File: src/rtl/i2cm_pkg.sv
package i2cm_pkg;

    typedef enum logic [1:0] {
        OP_START = 2'd0,
        OP_STOP  = 2'd1,
        OP_WRITE = 2'd2,
        OP_READ  = 2'd3
    } i2cm_op_e;

    typedef enum logic [3:0] {
        S_IDLE,
        S_STA_REL,
        S_STA_SDA,
        S_STA_SCL,
        S_STO_LOW,
        S_STO_SCL,
        S_STO_SDA,
        S_BIT_SET,
        S_BIT_HIGH,
        S_BIT_TAIL,
        S_RD_REL,
        S_ACK_SET,
        S_ACK_WAIT,
        S_ACK_HIGH,
        S_ACK_TAIL
    } i2cm_state_e;

endpackage

File: src/rtl/i2cm_sync.sv
module i2cm_sync #(
    parameter int WIDTH  = 2,
    parameter int STAGES = 2
) (
    input  logic             clk,
    input  logic             rst_n,
    input  logic [WIDTH-1:0] async_in,
    output logic [WIDTH-1:0] sync_out
);

    // Idle bus lines read high, so every stage resets to 1.
    for (genvar g = 0; g < WIDTH; g++) begin : g_line
        logic [STAGES-1:0] chain;
        always_ff @(posedge clk or negedge rst_n) begin
            if (!rst_n) chain <= '1;
            else        chain <= {chain[STAGES-2:0], async_in[g]};
        end
        assign sync_out[g] = chain[STAGES-1];
    end

endmodule

File: src/rtl/i2cm_phase_timer.sv
module i2cm_phase_timer #(
    parameter int MAX_COUNT = 8,
    localparam int CW = $clog2(MAX_COUNT + 1)
) (
    input  logic          clk,
    input  logic          rst_n,
    input  logic          load,
    input  logic [CW-1:0] load_val,
    output logic          done
);

    logic [CW-1:0] cnt;

    // A phase of N clocks loads N-1 on entry and expires when it reaches 0.
    always_ff @(posedge clk or negedge rst_n) begin
        if (!rst_n)          cnt <= '0;
        else if (load)       cnt <= load_val - CW'(1);
        else if (cnt != '0)  cnt <= cnt - CW'(1);
    end

    assign done = (cnt == '0);

    AST_TMR_RANGE: assert property (@(posedge clk) disable iff (!rst_n)
        cnt < CW'(MAX_COUNT));

endmodule

File: src/rtl/i2cm_stretch_guard.sv
module i2cm_stretch_guard #(
    parameter int LIMIT = 256,
    localparam int GW = $clog2(LIMIT)
) (
    input  logic clk,
    input  logic rst_n,
    input  logic watch,
    output logic trip
);

    logic [GW-1:0] cnt;

    assign trip = watch && (cnt == GW'(LIMIT - 1));

    always_ff @(posedge clk or negedge rst_n) begin
        if (!rst_n)      cnt <= '0;
        else if (!watch) cnt <= '0;
        else if (!trip)  cnt <= cnt + GW'(1);
    end

endmodule

File: src/rtl/i2cm_fsm.sv
module i2cm_fsm
    import i2cm_pkg::*;
#(
    parameter int HALF_CLKS = 4,
    localparam int CW = $clog2(2 * HALF_CLKS + 1)
) (
    input  logic          clk,
    input  logic          rst_n,
    input  logic          cmd_valid,
    output logic          cmd_ready,
    input  logic [1:0]    cmd_op,
    input  logic [7:0]    cmd_wdata,
    input  logic          cmd_rd_ack,
    input  logic          scl_s,
    input  logic          sda_s,
    input  logic          tmr_done,
    output logic          tmr_load,
    output logic [CW-1:0] tmr_val,
    input  logic          trip,
    output logic          watch,
    output logic          scl_oe,
    output logic          sda_oe,
    output logic [7:0]    rd_data,
    output logic          ack_bit,
    output logic          stretch_err
);

    localparam logic [CW-1:0] ONE_HQ = CW'(HALF_CLKS);
    localparam logic [CW-1:0] TWO_HQ = CW'(2 * HALF_CLKS);

    i2cm_state_e state, state_n;
    logic        accept;
    logic        is_read_q, rd_ack_q;
    logic [7:0]  sh_q;
    logic [2:0]  bit_q;
    logic [7:0]  rd_q;
    logic        ack_q, err_q;
    logic        hold_scl_q, hold_sda_q;

    assign accept    = cmd_valid && (state == S_IDLE);
    assign cmd_ready = (state == S_IDLE);
    assign watch     = (state == S_ACK_WAIT) || (state == S_RD_REL);

    // State register.
    always_ff @(posedge clk or negedge rst_n) begin
        if (!rst_n) state <= S_IDLE;
        else        state <= state_n;
    end

    // Next-state logic.
    always_comb begin
        state_n = state;
        unique case (state)
            S_IDLE: begin
                if (cmd_valid) begin
                    unique case (i2cm_op_e'(cmd_op))
                        OP_START: state_n = S_STA_REL;
                        OP_STOP:  state_n = S_STO_LOW;
                        OP_WRITE: state_n = S_BIT_SET;
                        OP_READ:  state_n = S_BIT_SET;
                        default:  state_n = S_IDLE;
                    endcase
                end
            end
            S_STA_REL:  if (tmr_done) state_n = S_STA_SDA;
            S_STA_SDA:  if (tmr_done) state_n = S_STA_SCL;
            S_STA_SCL:  if (tmr_done) state_n = S_IDLE;
            S_STO_LOW:  if (tmr_done) state_n = S_STO_SCL;
            S_STO_SCL:  if (tmr_done) state_n = S_STO_SDA;
            S_STO_SDA:  if (tmr_done) state_n = S_IDLE;
            S_BIT_SET:  if (tmr_done) state_n = S_BIT_HIGH;
            S_BIT_HIGH: if (tmr_done) state_n = S_BIT_TAIL;
            S_BIT_TAIL: begin
                if (tmr_done) begin
                    if (bit_q != 3'd7) state_n = S_BIT_SET;
                    else if (is_read_q) state_n = S_RD_REL;
                    else                state_n = S_ACK_SET;
                end
            end
            S_RD_REL: begin
                if (sda_s)     state_n = S_ACK_SET;
                else if (trip) state_n = S_IDLE;
            end
            S_ACK_SET:  if (tmr_done) state_n = S_ACK_WAIT;
            S_ACK_WAIT: begin
                if (scl_s)     state_n = S_ACK_HIGH;
                else if (trip) state_n = S_IDLE;
            end
            S_ACK_HIGH: if (tmr_done) state_n = S_ACK_TAIL;
            S_ACK_TAIL: if (tmr_done) state_n = S_IDLE;
            default:    state_n = S_IDLE;
        endcase
    end

    // Phase timer reload on every state change.
    assign tmr_load = (state_n != state);
    assign tmr_val  = ((state_n == S_BIT_HIGH) || (state_n == S_ACK_HIGH)) ? TWO_HQ : ONE_HQ;

    // Line drivers, decoded from the state register.
    always_comb begin
        scl_oe = 1'b1;
        sda_oe = 1'b0;
        unique case (state)
            S_IDLE:     begin scl_oe = hold_scl_q; sda_oe = hold_sda_q; end
            S_STA_REL:  begin scl_oe = 1'b0; sda_oe = 1'b0; end
            S_STA_SDA:  begin scl_oe = 1'b0; sda_oe = 1'b1; end
            S_STA_SCL:  begin scl_oe = 1'b1; sda_oe = 1'b1; end
            S_STO_LOW:  begin scl_oe = 1'b1; sda_oe = 1'b1; end
            S_STO_SCL:  begin scl_oe = 1'b0; sda_oe = 1'b1; end
            S_STO_SDA:  begin scl_oe = 1'b0; sda_oe = 1'b0; end
            S_BIT_SET,
            S_BIT_TAIL: begin scl_oe = 1'b1; sda_oe = !is_read_q && !sh_q[7]; end
            S_BIT_HIGH: begin scl_oe = 1'b0; sda_oe = !is_read_q && !sh_q[7]; end
            S_RD_REL:   begin scl_oe = 1'b1; sda_oe = 1'b0; end
            S_ACK_SET,
            S_ACK_TAIL: begin scl_oe = 1'b1; sda_oe = is_read_q && rd_ack_q; end
            S_ACK_WAIT,
            S_ACK_HIGH: begin scl_oe = 1'b0; sda_oe = is_read_q && rd_ack_q; end
            default:    begin scl_oe = 1'b0; sda_oe = 1'b0; end
        endcase
    end

    // Datapath: shifter, bit count, results and held line levels.
    always_ff @(posedge clk or negedge rst_n) begin
        if (!rst_n) begin
            is_read_q  <= 1'b0;
            rd_ack_q   <= 1'b0;
            sh_q       <= '0;
            bit_q      <= '0;
            rd_q       <= '0;
            ack_q      <= 1'b0;
            err_q      <= 1'b0;
            hold_scl_q <= 1'b0;
            hold_sda_q <= 1'b0;
        end else begin
            if (accept) begin
                is_read_q <= (i2cm_op_e'(cmd_op) == OP_READ);
                rd_ack_q  <= cmd_rd_ack;
                sh_q      <= cmd_wdata;
                bit_q     <= '0;
                err_q     <= 1'b0;
            end
            if (state == S_BIT_HIGH && tmr_done && is_read_q) begin
                sh_q <= {sh_q[6:0], sda_s};
                if (bit_q == 3'd7) rd_q <= {sh_q[6:0], sda_s};
            end
            if (state == S_BIT_TAIL && tmr_done) begin
                bit_q <= bit_q + 3'd1;
                if (!is_read_q) sh_q <= {sh_q[6:0], 1'b0};
            end
            if (state == S_ACK_HIGH && tmr_done && !is_read_q)
                ack_q <= !sda_s;
            if (watch && trip && state_n == S_IDLE) begin
                err_q      <= 1'b1;
                hold_scl_q <= 1'b0;
                hold_sda_q <= 1'b0;
            end
            if (state == S_STA_SCL && tmr_done) begin
                hold_scl_q <= 1'b1;
                hold_sda_q <= 1'b1;
            end
            if (state == S_STO_SDA && tmr_done) begin
                hold_scl_q <= 1'b0;
                hold_sda_q <= 1'b0;
            end
            if (state == S_ACK_TAIL && tmr_done) begin
                hold_scl_q <= 1'b1;
                hold_sda_q <= 1'b0;
            end
        end
    end

    assign rd_data     = rd_q;
    assign ack_bit     = ack_q;
    assign stretch_err = err_q;

    AST_READY_DROP: assert property (@(posedge clk) disable iff (!rst_n)
        (cmd_valid && cmd_ready) |=> !cmd_ready);

    AST_SDA_STEADY_HIGH: assert property (@(posedge clk) disable iff (!rst_n)
        ((state == S_BIT_HIGH || state == S_ACK_HIGH) && $past(state) == state) |-> $stable(sda_oe));

    AST_WAIT_FOR_SCL: assert property (@(posedge clk) disable iff (!rst_n)
        (state == S_ACK_WAIT && !scl_s && !trip) |=> (state == S_ACK_WAIT));

    AST_TRIP_ABORT: assert property (@(posedge clk) disable iff (!rst_n)
        (watch && trip && !(state == S_ACK_WAIT && scl_s) && !(state == S_RD_REL && sda_s))
        |=> (cmd_ready && stretch_err && !scl_oe && !sda_oe));

endmodule

File: src/rtl/i2c_byte_master.sv
module i2c_byte_master #(
    parameter int HALF_CLKS     = 4,
    parameter int STRETCH_LIMIT = 256
) (
    input  logic       clk,
    input  logic       rst_n,
    input  logic       cmd_valid,
    output logic       cmd_ready,
    input  logic [1:0] cmd_op,
    input  logic [7:0] cmd_wdata,
    input  logic       cmd_rd_ack,
    output logic [7:0] rd_data,
    output logic       ack_bit,
    output logic       stretch_err,
    output logic       scl_oe,
    input  logic       scl_in,
    output logic       sda_oe,
    input  logic       sda_in
);

    localparam int TMR_MAX = 2 * HALF_CLKS;
    localparam int CW      = $clog2(TMR_MAX + 1);

    logic [1:0]    line_s;
    logic          tmr_done, tmr_load;
    logic [CW-1:0] tmr_val;
    logic          watch, trip;

    i2cm_sync #(.WIDTH(2), .STAGES(2)) u_sync (
        .clk      (clk),
        .rst_n    (rst_n),
        .async_in ({sda_in, scl_in}),
        .sync_out (line_s)
    );

    i2cm_phase_timer #(.MAX_COUNT(TMR_MAX)) u_timer (
        .clk      (clk),
        .rst_n    (rst_n),
        .load     (tmr_load),
        .load_val (tmr_val),
        .done     (tmr_done)
    );

    i2cm_stretch_guard #(.LIMIT(STRETCH_LIMIT)) u_guard (
        .clk   (clk),
        .rst_n (rst_n),
        .watch (watch),
        .trip  (trip)
    );

    i2cm_fsm #(.HALF_CLKS(HALF_CLKS)) u_fsm (
        .clk         (clk),
        .rst_n       (rst_n),
        .cmd_valid   (cmd_valid),
        .cmd_ready   (cmd_ready),
        .cmd_op      (cmd_op),
        .cmd_wdata   (cmd_wdata),
        .cmd_rd_ack  (cmd_rd_ack),
        .scl_s       (line_s[0]),
        .sda_s       (line_s[1]),
        .tmr_done    (tmr_done),
        .tmr_load    (tmr_load),
        .tmr_val     (tmr_val),
        .trip        (trip),
        .watch       (watch),
        .scl_oe      (scl_oe),
        .sda_oe      (sda_oe),
        .rd_data     (rd_data),
        .ack_bit     (ack_bit),
        .stretch_err (stretch_err)
    );

endmodule

File: config.mk
export PLATFORM = sky130hd
export DESIGN_NAME = i2c_byte_master
export DESIGN_NICKNAME = d
export VERILOG_FILES = /design/src/rtl/i2cm_pkg.sv /design/src/rtl/i2cm_sync.sv /design/src/rtl/i2cm_phase_timer.sv /design/src/rtl/i2cm_stretch_guard.sv /design/src/rtl/i2cm_fsm.sv /design/src/rtl/i2c_byte_master.sv
export SDC_FILE = /design/constraint.sdc
export NUM_CORES = 1
export LEC_CHECK = 0
export BUFFER_PORTS_ARGS = -buffer_cell sky130_fd_sc_hd__buf_2
export CORE_MARGIN = 4
export CORE_UTILIZATION = 35
export CTS_CLUSTER_SIZE = 40
export DETAILED_ROUTE_END_ITERATION = 7
export GPL_TIMING_DRIVEN = 1
export HOLD_SLACK_MARGIN = 0.02
export PLACE_DENSITY = 0.51
export SKIP_LAST_GASP = 1
export SYNTH_ARGS = -nofsm -noshare
export SYNTH_HDL_FRONTEND = slang
export SYNTH_SLANG_ARGS = --single-unit
File: constraint.sdc
create_clock -name clk -period 3.09 [get_ports clk]
set_input_delay 0 -clock clk [delete_from_list [all_inputs] [get_ports clk]]
set_output_delay 0 -clock clk [all_outputs]
set_load 0.01 [all_outputs]
==> flow_summary.ini <==
[outcome]
status = finished clean

[floorplan]
num_rows = 30
io_pins = 29
start_util = 0.362
die_area_mm2 = 0.00847
coreArea_mm2 = 0.00683
die_w_um = 92.0
fp.dieH_um = 92.0

[yosys]
synth_top_cells_by_count = dfrtp_1 (41), nor2_1 (24), nand2_1 (20)
ys_types = 53
synth_seq_cells = 45
syn_avg_cell_area_um2 = 9.73
syn_inst = 254
synth_top_cell_by_area = dfrtp_1
synth_fp_nets = 274
synth_edf_count = 0
synth_seq_area_share = 0.457
async_flop_share = 1.00
synth_area_leaders = dfrtp_1 (41%), mux2i_1 (4.5%), dfstp_2 (4.3%)
syn_area_mm2 = 0.00247
synth_top_flop_cell = dfrtp_1
synth_top_area_frac = 0.415
synth_most_common_cell = dfrtp_1
ys_warn_count = 0

[place]
post-place-ws_ns = 0.0256
portBuffers = 28
dpl.hpwl_um = 4110
routabilityCongestion = 0.783

[setup_path]
cp_max_fo = 3
worstSetupStartpointType = flip-flop
arrival_ns = 3.14
critPathKind = reg2reg
worstPathRequired_ns = 3.29
cp-end-kind = flip-flop

[timing]
tightest_slew_ns = 1.03
setup_violations = 0
final.min_clock_period_ns = 2.95
rsz0062_at_grt = false
postLayoutSetupSlackWorst_ns = 0.144
min_period_over_period = 0.953
skew_ns = 0.00828
slew_headroom = 0.316
fmax_mhz = 339
slew_viol_final = 0
hold_violations = 0

[routing]
viasPerCell = 5.14
wl_um = 5730
drc = 0
vias = 2045
ant_nets = 0
drtPass1Iterations = 4
drt_iter0_markers = 128
wl_per_cell_um = 14.4

[power_and_ir_drop]
power_mw = 2.11
p_per_area_mw_per_mm2 = 703
vdd_drop_max_v = 0.000262
combPwrFrac = 0.433
intPower_mw = 1.30
switchingPower_mw = 0.806
p_clk_frac = 0.182
p_sw_frac = 0.382
seqPwrFrac = 0.385
leakage_nw = 1.38

[clock_tree]
cts_buffers = 5
cts_max_level = 2
cts_tree = done
root_buffer = clkbuf_8
cts_buffer_depth = 2
clk_latency_ns = 0.31
clkSinkCount = 45
cts.clk_slew.worst_paths_ns = 0.09

[finish]
drive_above_1_share = 0.252
fin_util = 0.439
fin_nets = 321
area_growth_pct = 21.4
n_antenna_cell = 0

[global_route]
grt_pass1_wl_um = 9740
grt_antenna_before_repair = 0
grt_pass1_vias = 2010
overflow = 0
grt.total_usage = 0.143
grt_max_degree = 46

[hold_path]
hold_path_class = in2reg

[run]
drv_cap = 0
## timing repair
action                                  in CTS  in global routing
hold endpoints to repair                    52                  0
endpoints found under the setup margin       0                  1
hold buffers                                13                  0
gates resized for setup                      0                  2
setup buffers                                0                  0
## cells in the final DEF (no fill, tap or decap), types with 3 or more instances in the layout
| master | synthesis | final |
|---|---|---|
| xnor2_1 | 4 | 4 |
| or4_1 | 4 | 3 |
| o31ai_1 | 3 | 3 |
| o21ai_0 | 11 | 11 |
| a21oi_1 | 15 | 14 |
| buf_4 | 1 | 15 |
| and3_1 | 3 | 3 |
| nor2b_1 | 3 | 3 |
| dlygate4sd3_1 | 0 | 13 |
| o211ai_1 | 5 | 5 |
| mux2_2 | 9 | 9 |
| ha_1 | 4 | 3 |
| inv_1 | 10 | 10 |
| dfrtp_1 | 41 | 41 |
| nor3_1 | 6 | 6 |
| nand4_1 | 4 | 4 |
| dfstp_2 | 4 | 4 |
| nand2b_1 | 5 | 5 |
| mux2i_1 | 11 | 11 |
| buf_2 | 0 | 28 |
| nor2_1 | 24 | 24 |
| clkbuf_8 | 0 | 5 |
| nand3_1 | 15 | 15 |
| nand2_1 | 20 | 20 |
## layer usage
| layer | global-route usage | vias to the layer above | share of wire | wire length [um] |
|---|---|---|---|---|
| met5 | 0 | - | 0 | 0 |
| met4 | 0.0297 | 0 | 0.0092 | 53 |
| met3 | 0.0353 | 7 | 0.058 | 331 |
| met2 | 0.238 | 57 | 0.47 | 2680 |
| met1 | 0.189 | 967 | 0.47 | 2670 |
| li1 | - | 1014 | - | - |
## critical path: stages (launching register included)
cell       delay [ns]
dfrtp_1          0.40
or4_4            0.56
nand3_4          0.10
o311ai_4         0.11
or4_4            0.51
a2111oi_4        0.35
nand2_1          0.10
ha_2             0.20
or4_1            0.39
o311a_1          0.12
## final timing paths
| kind | from | end | slack, ns | cells past startpoint |
|---|---|---|---|---|
| setup / recovery | u_timer.cnt[3] | u_timer.cnt[2] | 0.14 | 9 |
| hold / removal | cmd_wdata[0] | u_fsm.sh_q[0] | 0.04 | 3 |
| setup reg to reg | u_timer.cnt[3] | u_timer.cnt[2] | 0.14 | 9 |
| hold reg to reg | u_sync.g_line[0].chain[0] | u_sync.g_line[0].chain[1] | 0.36 | 0 |
| max in group asynchronous | rst_n | u_fsm.sh_q[7] | 2.05 | 2 |
| min in group asynchronous | rst_n | u_guard.cnt[2] | 0.41 | 2 |
## registers in the layout (all words and copies together), names as in the netlist
| name | cells |
|---|---|
| u_fsm.stretch_err | 1 |
| u_fsm.state | 4 |
| u_fsm.sh_q | 8 |
| u_fsm.rd_data | 8 |
| u_fsm.hold_scl_q | 1 |
| u_fsm.is_read_q | 1 |
| u_fsm.bit_q | 3 |
| u_timer.cnt | 4 |
| u_fsm.hold_sda_q | 1 |
| u_fsm.ack_bit | 1 |
| u_guard.cnt | 8 |
| u_sync.g_line.chain | 4 |
| u_fsm.rd_ack_q | 1 |
## cells by family (layout without fill, tap and decap cells)
family                     after synthesis  in the layout  synth area share
AOI/OAI and AO/OA                       55             55             0.162
xor gates and xnor gates                 6              6            0.0213
adders and majority gates                4              4            0.0202
buffers and inverters                   26             74            0.0440
DFF                                     45             45             0.457
muxes                                   20             20            0.0855
and+or+nand+nor                         98             98             0.209
## power by group through the flow
stage,clock (mW),combinational [mW],sequential [mW]
3_3_place_gp,0,0.905,0.821
2_1_floorplan,0,0.660,0.784
6_report,0.383,0.914,0.812
5_1_grt,0.418,1.04,0.829
3_5_place_dp,0,0.904,0.820
4_1_cts,0.390,0.919,0.810
## cell type report
cell class | instances | area (um^2)
clock buffers | 6 | 72.6
repair buffers | 56 | 383
clock inverters | 2 | 15.0
inverters | 10 | 37.5
well taps | 96 | 120
multi-input cells | 183 | 1240
fillers | 686 | 3830
flip-flops and latches | 45 | 1130
## per-stage QoR
| step | area [um^2] | hold slack, ns | TNS (ns) | instances |
|---|---|---|---|---|
| floorplan | 2470 | -0.296 | -0.0675 | 254 |
| global placement | 2780 | 0.106 | 0 | 377 |
| detailed placement | 2780 | 0.107 | 0 | 377 |
| CTS | 2990 | 0.0427 | 0 | 398 |
| global route | 3000 | 0.0703 | 0 | 398 |
| finish | 3000 | 0.0443 | 0 | 398 |
Note: power is estimated with default switching activity, not from simulation.
